File: src/rtl/idle_rx_pkg.sv
package idle_rx_pkg;
   localparam logic [7:0] CH_FILL_A = 8'hBC;
   localparam logic [7:0] CH_FILL_B = 8'h1C;
   localparam logic [7:0] CH_OPMARK = 8'hFD;

   typedef enum logic [1:0] {
      WK_IDLE = 2'd0,
      WK_OPC  = 2'd1,
      WK_DATA = 2'd2,
      WK_BAD  = 2'd3
   } word_kind_t;
endpackage

File: src/rtl/rx_char_match.sv
module rx_char_match #(
   parameter int NB = 4
) (
   input  logic [8*NB-1:0] word,
   input  logic [NB-1:0]   kf,
   input  logic [8*NB-1:0] pat,
   input  logic [NB-1:0]   kpat,
   input  logic [NB-1:0]   care,
   output logic            hit
);
   logic [NB-1:0] byte_ok;

   for (genvar i = 0; i < NB; i++) begin : g_byte
      assign byte_ok[i] = !care[i] || (word[8*i +: 8] == pat[8*i +: 8]);
   end

   assign hit = (&byte_ok) && (kf == kpat);
endmodule

File: src/rtl/rx_word_class.sv
module rx_word_class
   import idle_rx_pkg::*;
#(
   parameter int NB = 4
) (
   input  logic [8*NB-1:0] word,
   input  logic [NB-1:0]   kf,
   output word_kind_t      kind
);
   localparam int HALF = NB / 2;

   if (NB < 2 || (NB % 2) != 0) begin : g_bad_nb
      $error("rx_word_class: NB must be even and at least 2");
   end

   logic [8*NB-1:0] idle_pat, op_pat;
   logic [NB-1:0]   idle_k, op_k, op_care;
   logic            idle_hit, op_hit;

   for (genvar i = 0; i < NB; i++) begin : g_pat
      if (i >= HALF) begin : g_hi
         assign idle_pat[8*i +: 8] = CH_FILL_A;
         assign op_pat[8*i +: 8]   = CH_OPMARK;
         assign op_k[i]            = 1'b1;
         assign op_care[i]         = 1'b1;
      end else begin : g_lo
         assign idle_pat[8*i +: 8] = CH_FILL_B;
         assign op_pat[8*i +: 8]   = 8'h00;
         assign op_k[i]            = 1'b0;
         assign op_care[i]         = 1'b0;
      end
      assign idle_k[i] = 1'b1;
   end

   rx_char_match #(.NB(NB)) u_idle (
      .word(word), .kf(kf), .pat(idle_pat), .kpat(idle_k),
      .care(idle_k), .hit(idle_hit)
   );

   rx_char_match #(.NB(NB)) u_opc (
      .word(word), .kf(kf), .pat(op_pat), .kpat(op_k),
      .care(op_care), .hit(op_hit)
   );

   always_comb begin
      if (idle_hit)      kind = WK_IDLE;
      else if (op_hit)   kind = WK_OPC;
      else if (kf == '0) kind = WK_DATA;
      else               kind = WK_BAD;
   end
endmodule

File: src/rtl/rx_halfword_split.sv
module rx_halfword_split #(
   parameter int LANE_W      = 32,
   parameter int CORE_W      = 16,
   parameter bit UPPER_FIRST = 1'b1
) (
   input  logic              clk,
   input  logic              rst_n,
   input  logic              load,
   input  logic [LANE_W-1:0] word,
   output logic              out_vld,
   output logic [CORE_W-1:0] out_word
);
   if (LANE_W != 2 * CORE_W) begin : g_bad_w
      $error("rx_halfword_split: LANE_W must be twice CORE_W");
   end

   logic [CORE_W-1:0] first_h, second_h, hold;
   logic              pend;

   if (UPPER_FIRST) begin : g_upper
      assign first_h  = word[LANE_W-1 -: CORE_W];
      assign second_h = word[CORE_W-1:0];
   end else begin : g_lower
      assign first_h  = word[CORE_W-1:0];
      assign second_h = word[LANE_W-1 -: CORE_W];
   end

   always_ff @(posedge clk) begin
      if (!rst_n) begin
         pend     <= 1'b0;
         hold     <= '0;
         out_vld  <= 1'b0;
         out_word <= '0;
      end else if (load) begin
         out_vld  <= 1'b1;
         out_word <= first_h;
         hold     <= second_h;
         pend     <= 1'b1;
      end else if (pend) begin
         out_vld  <= 1'b1;
         out_word <= hold;
         pend     <= 1'b0;
      end else begin
         out_vld  <= 1'b0;
      end
   end
endmodule

File: src/rtl/rx_pkt_counter.sv
module rx_pkt_counter #(
   parameter int CNT_W = 24
) (
   input  logic             clk,
   input  logic             rst_n,
   input  logic             clr,
   input  logic             inc,
   output logic [CNT_W-1:0] cnt
);
   localparam logic [CNT_W-1:0] CNT_MAX = '1;

   if (CNT_W < 1) begin : g_bad_cnt
      $error("rx_pkt_counter: CNT_W must be positive");
   end

   always_ff @(posedge clk) begin
      if (!rst_n)                        cnt <= '0;
      else if (clr)                      cnt <= '0;
      else if (inc && (cnt != CNT_MAX))  cnt <= cnt + 1'b1;
   end
endmodule

File: src/rtl/idle_frame_rx.sv
module idle_frame_rx
   import idle_rx_pkg::*;
#(
   parameter int LANE_BYTES  = 4,
   parameter int CORE_W      = 16,
   parameter int CNT_W       = 24,
   parameter bit UPPER_FIRST = 1'b1
) (
   input  logic                  clk,
   input  logic                  rst_n,
   input  logic                  in_vld,
   input  logic [8*LANE_BYTES-1:0] in_word,
   input  logic [LANE_BYTES-1:0] in_k,
   output logic                  op_vld,
   output logic [CORE_W-1:0]     op_code,
   output logic                  core_vld,
   output logic [CORE_W-1:0]     core_word,
   output logic                  proto_err,
   output logic [CNT_W-1:0]      pkt_len
);
   localparam int LANE_W = 8 * LANE_BYTES;

   if (LANE_W != 2 * CORE_W) begin : g_bad_geom
      $error("idle_frame_rx: lane word must hold exactly two core words");
   end

   word_kind_t kind;
   logic       take_data, take_idle, take_op, take_bad;

   rx_word_class #(.NB(LANE_BYTES)) u_class (
      .word(in_word), .kf(in_k), .kind(kind)
   );

   assign take_data = in_vld && (kind == WK_DATA);
   assign take_idle = in_vld && (kind == WK_IDLE);
   assign take_op   = in_vld && (kind == WK_OPC);
   assign take_bad  = in_vld && (kind == WK_BAD);

   always_ff @(posedge clk) begin
      if (!rst_n) begin
         op_vld    <= 1'b0;
         op_code   <= '0;
         proto_err <= 1'b0;
      end else begin
         op_vld    <= take_op;
         proto_err <= take_bad;
         if (take_op) op_code <= in_word[CORE_W-1:0];
      end
   end

   rx_halfword_split #(
      .LANE_W(LANE_W), .CORE_W(CORE_W), .UPPER_FIRST(UPPER_FIRST)
   ) u_split (
      .clk(clk), .rst_n(rst_n), .load(take_data), .word(in_word),
      .out_vld(core_vld), .out_word(core_word)
   );

   rx_pkt_counter #(.CNT_W(CNT_W)) u_cnt (
      .clk(clk), .rst_n(rst_n), .clr(take_idle), .inc(take_data), .cnt(pkt_len)
   );

   AST_IN_SPACING: assert property (@(posedge clk) disable iff (!rst_n)
      in_vld |=> !in_vld);
   AST_IDLE_CLEARS: assert property (@(posedge clk) disable iff (!rst_n)
      take_idle |=> (pkt_len == '0));
   AST_OP_ALONE: assert property (@(posedge clk) disable iff (!rst_n)
      op_vld |-> !proto_err);
   AST_DATA_TWO_HALVES: assert property (@(posedge clk) disable iff (!rst_n)
      take_data |=> core_vld ##1 core_vld);
   AST_ERR_PULSE: assert property (@(posedge clk) disable iff (!rst_n)
      proto_err |=> !proto_err);
   AST_QUIET_NO_VALID: assert property (@(posedge clk) disable iff (!rst_n)
      !in_vld |=> (!op_vld && !proto_err));
   AST_LEN_STABLE_OP: assert property (@(posedge clk) disable iff (!rst_n)
      (take_op || take_bad) |=> $stable(pkt_len));
endmodule

File: config.mk
export PLATFORM = sky130hd
export DESIGN_NAME = idle_frame_rx
export DESIGN_NICKNAME = d
export VERILOG_FILES = /design/src/rtl/idle_rx_pkg.sv /design/src/rtl/rx_char_match.sv /design/src/rtl/rx_word_class.sv /design/src/rtl/rx_halfword_split.sv /design/src/rtl/rx_pkt_counter.sv /design/src/rtl/idle_frame_rx.sv
export SDC_FILE = /design/constraint.sdc
export NUM_CORES = 1
export LEC_CHECK = 0
export BUFFER_PORTS_ARGS = -buffer_cell sky130_fd_sc_hd__buf_2
export CAP_MARGIN = 20
export CORE_MARGIN = 2
export CORE_UTILIZATION = 50
export DETAILED_ROUTE_END_ITERATION = 8
export HOLD_SLACK_MARGIN = 0.12
export MAX_ROUTING_LAYER = met4
export PLACE_DENSITY_LB_ADDON = 0.12
export SYNTH_ARGS = -nofsm -noshare
export SYNTH_HDL_FRONTEND = slang
export SYNTH_HIERARCHICAL = 1
export SYNTH_SLANG_ARGS = --single-unit
File: constraint.sdc
create_clock -name clk -period 2.32 [get_ports clk]
set_input_delay 0.232 -clock clk [delete_from_list [all_inputs] [get_ports clk]]
set_output_delay 0.232 -clock clk [all_outputs]
set_load 0.005 [all_outputs]
==> results of run 1 <==
==> critical path: stages <==
cell and delay [ns]:
buf_2 0.11, xnor2_1 0.17, nand4_1 0.12, o21ai_1 0.25, nand4_1 0.15, nor2_1 0.18, a21oi_2 0.09, nor2_4 0.12
buf_4 0.23, nand3_1 0.15, or4_1 0.48, a21oi_1 0.16
==> power groups by stage <==
stage / registers [mW] / logic [mW] / clock network [mW]
after CTS: 1.32 / 0.373 / 1.05
after floorplan: 1.35 / 0.232 / 0
after global placement: 1.36 / 0.362 / 0
after global routing: 1.33 / 0.414 / 1.10
final: 1.32 / 0.376 / 1.02
after detailed placement: 1.36 / 0.372 / 0
==> worst paths after layout <==
kind	startpoint	endpoint	slack, ns	depth (start not counted)
hold reg to reg	op_code[5]	op_code[5]	0.46	2
setup / recovery	in_word[5]	u_cnt/cnt[10]	0.17	12
setup reg to reg	u_cnt/cnt[19]	u_cnt/cnt[14]	0.27	5
hold / removal	in_vld	op_vld	0.18	3
==> cell usage after synthesis (all sizes together), types with 8 or more instances <==
library cell / instances
dfxtp: 76
xnor2: 72
nand2: 62
mux2i: 47
nand4: 32
nand2b: 31
buf: 18
nor2b: 17
mux2: 16
o211a: 16
a21oi: 12
o21ai: 12
clkbuf: 11
nand3: 9
nor2: 8
==> stage by stage <==
stage | worst slack, ns | util [%] | cell area, µm² | hold WS [ns]
2_1_floorplan | 0.00989 | - | 4810 | 0.360
3_3_place_gp | -0.136 | 63.5 | 5540 | 0.439
3_5_place_dp | -0.236 | 63.5 | 5540 | 0.445
4_1_cts | 0.131 | 65.8 | 5740 | 0.169
5_1_grt | 0.0355 | 65.8 | 5740 | 0.198
6_report | 0.166 | 65.8 | 5740 | 0.185
==> per-layer routing <==
metal | up-vias | GRT usage (%) | part of all wire, %
met5 | - | - | 0
met4 | 0 | 6.01 | 0.55
met3 | 5 | 3.05 | 5.3
met2 | 106 | 32.9 | 42
met1 | 1819 | 35.6 | 52
li1 | 2014 | - | -
==> state kept, by name, summed over array words and instances (netlist names) <==
register          cells
op_vld                1
proto_err             1
u_cnt/cnt            24
u_split/out_vld       1
u_split/hold         16
op_code              16
u_split/out_word     16
u_split/pend          1
==> layout make-up <==
cell class                      instances  area, µm²  share of cell area, %
Clock inverter                          7       72.6                   1.26
Clock buffer                            9        124                   2.16
Tap cell                              108        135                   2.35
Antenna cell                            1       2.50                 0.0436
Sequential cell                        76       1520                   26.5
Multi-Input combinational cell        457       3100                   54.1
Timing Repair Buffer                  130        771                   13.4
Inverter                                3       11.3                  0.196
==> cells by family (layout without fill, tap and decap cells) <==
group | Yosys count | in the layout | share of synthesized area, %
buffers and inverters | 32 | 149 | 4.38
other | 2 | 81 | 0.166
xor gates and xnor gates | 72 | 72 | 14.0
AOI/OAI and AO/OA | 57 | 57 | 10.0
DFF | 76 | 76 | 33.7
adders and majority gates | 1 | 1 | 0.277
muxes | 63 | 63 | 15.2
and+or+nand+nor | 184 | 184 | 22.4
==> results.toml, run 1 <==
[run_status]
outcome = "finished clean"

[synth]
seq_area_frac_synth_pct = 33.7
ys_warn_count = 6
synthArstFlopShare_pct = 0
synth_cell_types = 42
synth_area_leaders = "dfxtp_1 34%, xnor2_1 14%, mux2i_1 10%"
synth_largest_area_cell = "dfxtp_1"
synth-seq-cells = 76
synth-edff-count = 0
synth-main-ff-cell = "dfxtp_1"
synth_cells = 487
synth_top_cell_area_share_pct = 33.7
avgSynthCellArea_um2 = 9.27
syn_area_um2 = 4520

[placed_design]
dp_cells = 774
io_buffer_count = 97
dp_hpwl_um = 8390
gp_congestion = 0.872

[drt]
vias = 3944
first_pass_iters = 4
drt_iter0_drc = 202
avgViaCountPerCell = 4.99
routedWlPerCell_um = 14.1
ant_nets = 0
finalWirelength_um = 11200
route.detailed.drc = 0

[grt]
grt_pass1_wl_um = 18200
grt.total_usage_pct = 23.5
grt_pass1_vias = 3695
gr-total-overflow = 0
grt_max_degree = 51
antenna_found_initial = 1

[critical_path]
critical_path_class = "input pin to register"
cp.arrival_ns = 2.44
crit_path_end_kind = "register"
startpoint_type = "input pin"
worstPathRequired_ns = 2.61
crit_fanout = 17

[timing]
rsz0062_at_grt = "false"
setup_violations = 0
fin_crit_sh_pct = 92.8
hold_viol = 0
clock_skew_ns = 0.0166
min_period_ns = 2.15
slew_violations = 0
worstMarginPinSlew_ns = 0.800
relSlewSlack_pct = 46.2
setup_tns_ns = 0
fmax_ghz = 0.464

[clocking]
root_buffer = "clkbuf_8"
cts_max_level = 3
clk_latency_ns = 0.35
path_clk_slew_ns = 0.09
cts_tree = "built"
clockBufferDepth = 2
cts.sinks = 76
post_cts_buffers = 0
numCtsBuffers = 9
postCtsHoldBufs = 0
cts.repair.resized = 0

[die]
num_rows = 34
initial_core_util_pct = 51.8
die_w_um = 99.0
core-area_um2 = 8720
die_y_um = 99.0
fp.dieArea_um2 = 9810
num_io_pins = 98

[power]
power_leakage_nw = 2.53
finalPower_mw = 2.72
p_int_mw = 2.00
ir_worst_vdd_uv = 217
netSwitchingFraction_pct = 26.4
clkPwrFrac_pct = 37.5
seq_power_share_pct = 48.7
combPwrFrac_pct = 13.8
power_switching_mw = 0.718
power_density_nw_per_um2 = 474

[cells_and_area]
layout.nets = 717
stdcell_count = 791
final_common_cell = "buf_2"
drive_gt1_share_pct = 25.4
final_cell_mix = "97 x buf_2, 80 x conb_1, 76 x dfxtp_1"
fillers = 739
area_growth_pct = 27.1

[hold_path]
hold_path_class = "input pin to register"

[run]
maxCapViolCount = 0
No activity file was read; power rests on OpenSTA's default activity.
==> run 2: changes to the inputs <==
--- a/config.mk
+++ b/config.mk
@@ -12,7 +12,8 @@
 export DETAILED_ROUTE_END_ITERATION = 8
 export HOLD_SLACK_MARGIN = 0.12
 export MAX_ROUTING_LAYER = met4
-export PLACE_DENSITY_LB_ADDON = 0.12
+export PLACE_DENSITY = 0.77
+export RECOVER_POWER = 100
 export SYNTH_ARGS = -nofsm -noshare
 export SYNTH_HDL_FRONTEND = slang
 export SYNTH_HIERARCHICAL = 1
==> run 2 against run 1 <==
Effect of this change:
- die area unchanged
- first-iteration DRC count decreased by 7.9%
- setup slack got worse by 0.069 ns
- critical path type unchanged
- flip-flop and latch count unchanged
==> results.toml, run 2 (synthesis gave the netlist of run 1 again) <==
[run_status]
outcome = "finished clean"

[placed_design]
gp_congestion = 0.889
io_buffer_count = 97
dp_cells = 783
dp_hpwl_um = 8460
place_ws_ns = -0.178

[power]
netSwitchingFraction_pct = 25.0
power_leakage_nw = 2.49
ir_worst_vdd_uv = 306
seq_power_share_pct = 46.3
power_density_nw_per_um2 = 492
clkPwrFrac_pct = 40.2
combPwrFrac_pct = 13.5
p_int_mw = 2.15
power_switching_mw = 0.715

[grt]
antenna_found_initial = 0
grt_max_degree = 43
grt.total_usage_pct = 24.8
gr-total-overflow = 0
grt_pass1_wl_um = 19100
grt_pass1_vias = 3914

[drt]
finalWirelength_um = 11500
ant_nets = 0
first_pass_iters = 4
vias = 4074
routedWlPerCell_um = 14.4
route.detailed.drc = 0
drt_iter0_drc = 186
avgViaCountPerCell = 5.10

[critical_path]
cpLargestDelayFamily = "simple AND/OR/NAND/NOR gates"
cp.arrival_ns = 2.47
crit_chain = "buf_2, buf_4, xnor2_1, nand4_1, o21ai_1, nand4_1, nor2_1, a21oi_2, nor2_4, inv_1, or4_1, nor4b_2, nor3_1"
crit_path_end_kind = "register"
critPathBufInv = 3
startpoint_type = "input pin"
critical_path_class = "input pin to register"
cp-startpoint = "in_word[21]"
worstPathRequired_ns = 2.57
r2r_slack_ns = 0.36
crit_fanout = 4
slowest_delay_ns = 0.57
crit_path_frequent_cell = "nand4_1"
rr_startpoint = "u_cnt/cnt[0]"
slowest_stage = "or4_1"

[cells_and_area]
fillers = 751
diodes = 0
area_growth_pct = 29.0
stdcell_count = 799
final_common_cell = "conb_1"
regMostFlops = "u_cnt/cnt"
drive_gt1_share_pct = 22.9
final_util_pct = 66.8
layout.nets = 726
largest_reg_flops = 24
final_cell_mix = "80 x conb_1, 76 x dfxtp_1, 73 x buf_2"

[die]
die_w_um = 99.0
die_y_um = 99.0
num_io_pins = 98
num_rows = 34
initial_core_util_pct = 51.8
fp.dieArea_um2 = 9810
core-area_um2 = 8720

[clocking]
cts_max_level = 3
numCtsBuffers = 9
cts_tree = "built"
root_buffer = "clkbuf_8"
clockBufferDepth = 2
post_cts_buffers = 0
postCtsHoldBufs = 0
cts.repair.resized = 0
clk_latency_ns = 0.35
cts.sinks = 76
path_clk_slew_ns = 0.09

[timing]
min_period_ns = 2.22
slew_violations = 0
fmax_ghz = 0.450
fin_ws_ns = 0.0965
timing.hold.ws_ns = 0.197
hold_viol = 0
setup_violations = 0
clock_skew_ns = 0.0113
setup_tns_ns = 0
fin_crit_sh_pct = 95.8

[run]
maxCapViolCount = 0

[hold_path]
min-delay-start = "in_vld"
hold_path_class = "input pin to register"
-- run 2: worst paths after layout --
check | to | cells past startpoint
worst max register to register | u_cnt/cnt[18] | 5
worst min register to register | op_code[12] | 2
worst min-delay path | op_vld | 3
worst max-delay path | u_cnt/cnt[23] | 13
-- run 2: tightest hold or removal path: cells and delay by family --
kind | cells | cell delay [ns]
simple gates | 2 | 0.14
buf+inv | 1 | 0.13
-- run 2: power groups by stage --
stage               clock (mW)  combinational, mW  sequential [mW]
floorplan                    0              0.232             1.35
global placement             0              0.368             1.36
detailed placement           0              0.379             1.36
CTS                       1.18              0.382             1.32
global route              1.23              0.426             1.33
finish                    1.15              0.387             1.33
-- run 2: final cells by class --
| cell class | instances | area (µm²) | share of cell area [%] |
|---|---|---|---|
| Multi-Input combinational cell | 457 | 3110 | 53.4 |
| Clock buffer | 11 | 141 | 2.43 |
| Clock inverter | 5 | 85.1 | 1.46 |
| Inverter | 3 | 11.3 | 0.193 |
| Sequential cell | 76 | 1520 | 26.1 |
| Timing Repair Buffer | 139 | 821 | 14.1 |
| Tap cell | 108 | 135 | 2.32 |
-- run 2: metrics by stage --
step	power [mW]	instance area, µm²
detailed placement	1.73	5620
CTS	2.89	5850
floorplan	1.59	4810
global route	2.98	5830
global placement	1.72	5620
finish	2.86	5830
-- run 2: metal layers --
metal  share of wire [%]  GRT usage (%)  vias up
li1                    -              -     2023
met1                  47           34.7     1899
met2                  45           37.1      141
met3                 6.3           4.54       11
met4                 1.1           6.11        0
met5                   0              -        -
==> run 3: changes to the inputs <==
--- a/config.mk
+++ b/config.mk
@@ -12,8 +12,9 @@
 export DETAILED_ROUTE_END_ITERATION = 8
 export HOLD_SLACK_MARGIN = 0.12
 export MAX_ROUTING_LAYER = met4
-export PLACE_DENSITY = 0.77
+export PLACE_DENSITY = 0.88
 export RECOVER_POWER = 100
+export REMOVE_ABC_BUFFERS = 1
 export SYNTH_ARGS = -nofsm -noshare
 export SYNTH_HDL_FRONTEND = slang
 export SYNTH_HIERARCHICAL = 1
==> run 3 against run 2 <==
Effect of this change:
- via count is 1.3% higher
- combinational power is 3% lower
- sequential power hardly changed
- largest cell class unchanged
- wire length is 2.0% higher
- sequential share of layout area is 0.25 points higher
- non-clock buffer count is 2 lower
- flip-flop and latch count stayed put
==> results.toml, run 3 (synthesis gave the netlist of run 1 again) <==
[run_status]
outcome = "finished clean"

[timing]
clock_skew_ns = 0.00992
fin_crit_sh_pct = 92.0
worstMarginPinSlew_ns = 0.890
slew_violations = 0
rsz0062_at_grt = "false"
min_period_ns = 2.14
hold_viol = 0
timing.hold.ws_ns = 0.184
relSlewSlack_pct = 40.1
fmax_ghz = 0.468
setup_violations = 0

[cells_and_area]
largest_reg_flops = 24
final_area_um2 = 5770
drive_gt1_share_pct = 21.8
area_growth_pct = 27.7
regMostFlops = "u_cnt/cnt"
fillers = 691
final_cell_mix = "80 x conb_1, 76 x dfxtp_1, 72 x buf_2, 72 x xnor2_1, 62 x nand2_1"
stdcell_count = 798
final_util_pct = 66.2
final_common_cell = "conb_1"
layout.nets = 724

[clocking]
cts_max_level = 3
root_buffer = "clkbuf_8"
postCtsHoldBufs = 0
cts.sinks = 76
post_cts_buffers = 0
clockBufferDepth = 2
path_clk_slew_ns = 0.08
clk_latency_ns = 0.34
numCtsBuffers = 9
cts.repair.resized = 0
cts_tree = "built"

[die]
die_w_um = 99.0
fp.dieArea_um2 = 9810
core-area_um2 = 8720
initial_core_util_pct = 51.8
num_rows = 34
die_y_um = 99.0
num_io_pins = 98

[drt]
finalWirelength_um = 11700
first_pass_iters = 5
route.detailed.drc = 0
routedWlPerCell_um = 14.7
drt_iter0_drc = 160
vias = 4125
avgViaCountPerCell = 5.17
ant_nets = 0

[placed_design]
gp_congestion = 0.874
place_area_um2 = 5590
dp_hpwl_um = 8760
dp_cells = 781
io_buffer_count = 97

[run]
maxCapViolCount = 0

[critical_path]
slowest_delay_ns = 0.54
cp.arrival_ns = 2.37
worstPathRequired_ns = 2.55
startpoint_type = "input pin"
crit_path_frequent_cell = "nand4_1"
crit_path_end_kind = "register"
crit_chain = "buf_2, xnor2_1, nand4_1, o21ai_1, nand4_1, nor2_1, a21oi_2, nor2_4, inv_1, or4_1, nor4b_1, nor3_1"
critPathBufInv = 2
cpLargestDelayFamily = "simple AND/OR/NAND/NOR gates"
critical_path_class = "input pin to register"
crit_fanout = 4
slowest_stage = "or4_1"

[grt]
grt_pass1_vias = 4128
grt_use_met3_pct = 5.89
grt_pass1_wl_um = 19500
grt_util_met1_pct = 28.0
use_met2_pct = 44.4
gr-total-overflow = 0
grt_max_degree = 36
antenna_found_initial = 2
grt.total_usage_pct = 25.1
grt.busiest_layer = "met2"

[power]
finalPower_mw = 2.92
power_leakage_nw = 2.46
power_density_nw_per_um2 = 507
ir_worst_vdd_uv = 400

[hold_path]
hold_path_class = "input pin to register"
[run 3: area by class of cell]
cell class / instances / area, µm² / area share (%)
repair buffers: 137 / 762 / 13.2
multi-input cells: 457 / 3100 / 53.7
diodes: 2 / 5.00 / 0.0867
clock buffers: 9 / 124 / 2.15
flip-flops and latches: 76 / 1520 / 26.4
well taps: 108 / 135 / 2.34
inverters: 3 / 11.3 / 0.195
clock inverters: 6 / 114 / 1.97
[run 3: power breakdown]
part           total [mW]  switching (mW)  leakage, nW  internal (mW)
Combinational       0.377           0.192         1.73          0.185
Sequential           1.33         0.00886        0.613           1.32
Clock                1.22           0.510        0.112          0.711
Total                2.92           0.711         2.46           2.21
[run 3: per-layer routing]
layer	routed length [µm]	share of wire [%]
met5	0	0
met4	177	1.5
met3	753	6.4
met2	6100	52
met1	4670	40
[run 3: through the flow]
stage | TNS, ns | setup slack, ns
3_3_place_gp | -0.294 | -0.0827
4_1_cts | 0 | 0.212
6_report | 0 | 0.185
3_5_place_dp | -1.29 | -0.134
5_1_grt | 0 | 0.0201
2_1_floorplan | -100.39 | -2.64
[run 3: path summary, 6_finish.rpt]
kind,start,endpoint,slack (ns),cells past startpoint
setup / recovery,in_word[5],u_cnt/cnt[23],0.18,12
hold / removal,in_vld,op_vld,0.18,3
setup reg to reg,u_cnt/cnt[19],u_cnt/cnt[8],0.22,5
hold reg to reg,op_code[4],op_code[4],0.47,2
[run 3: worst register-to-register path, delay by kind of cell (launching register included)]
kind,cells,cell delay (ns)
AND/OR/NAND/NOR,4,1.28
buffers and inverters,1,0.29
flip-flops,1,0.43
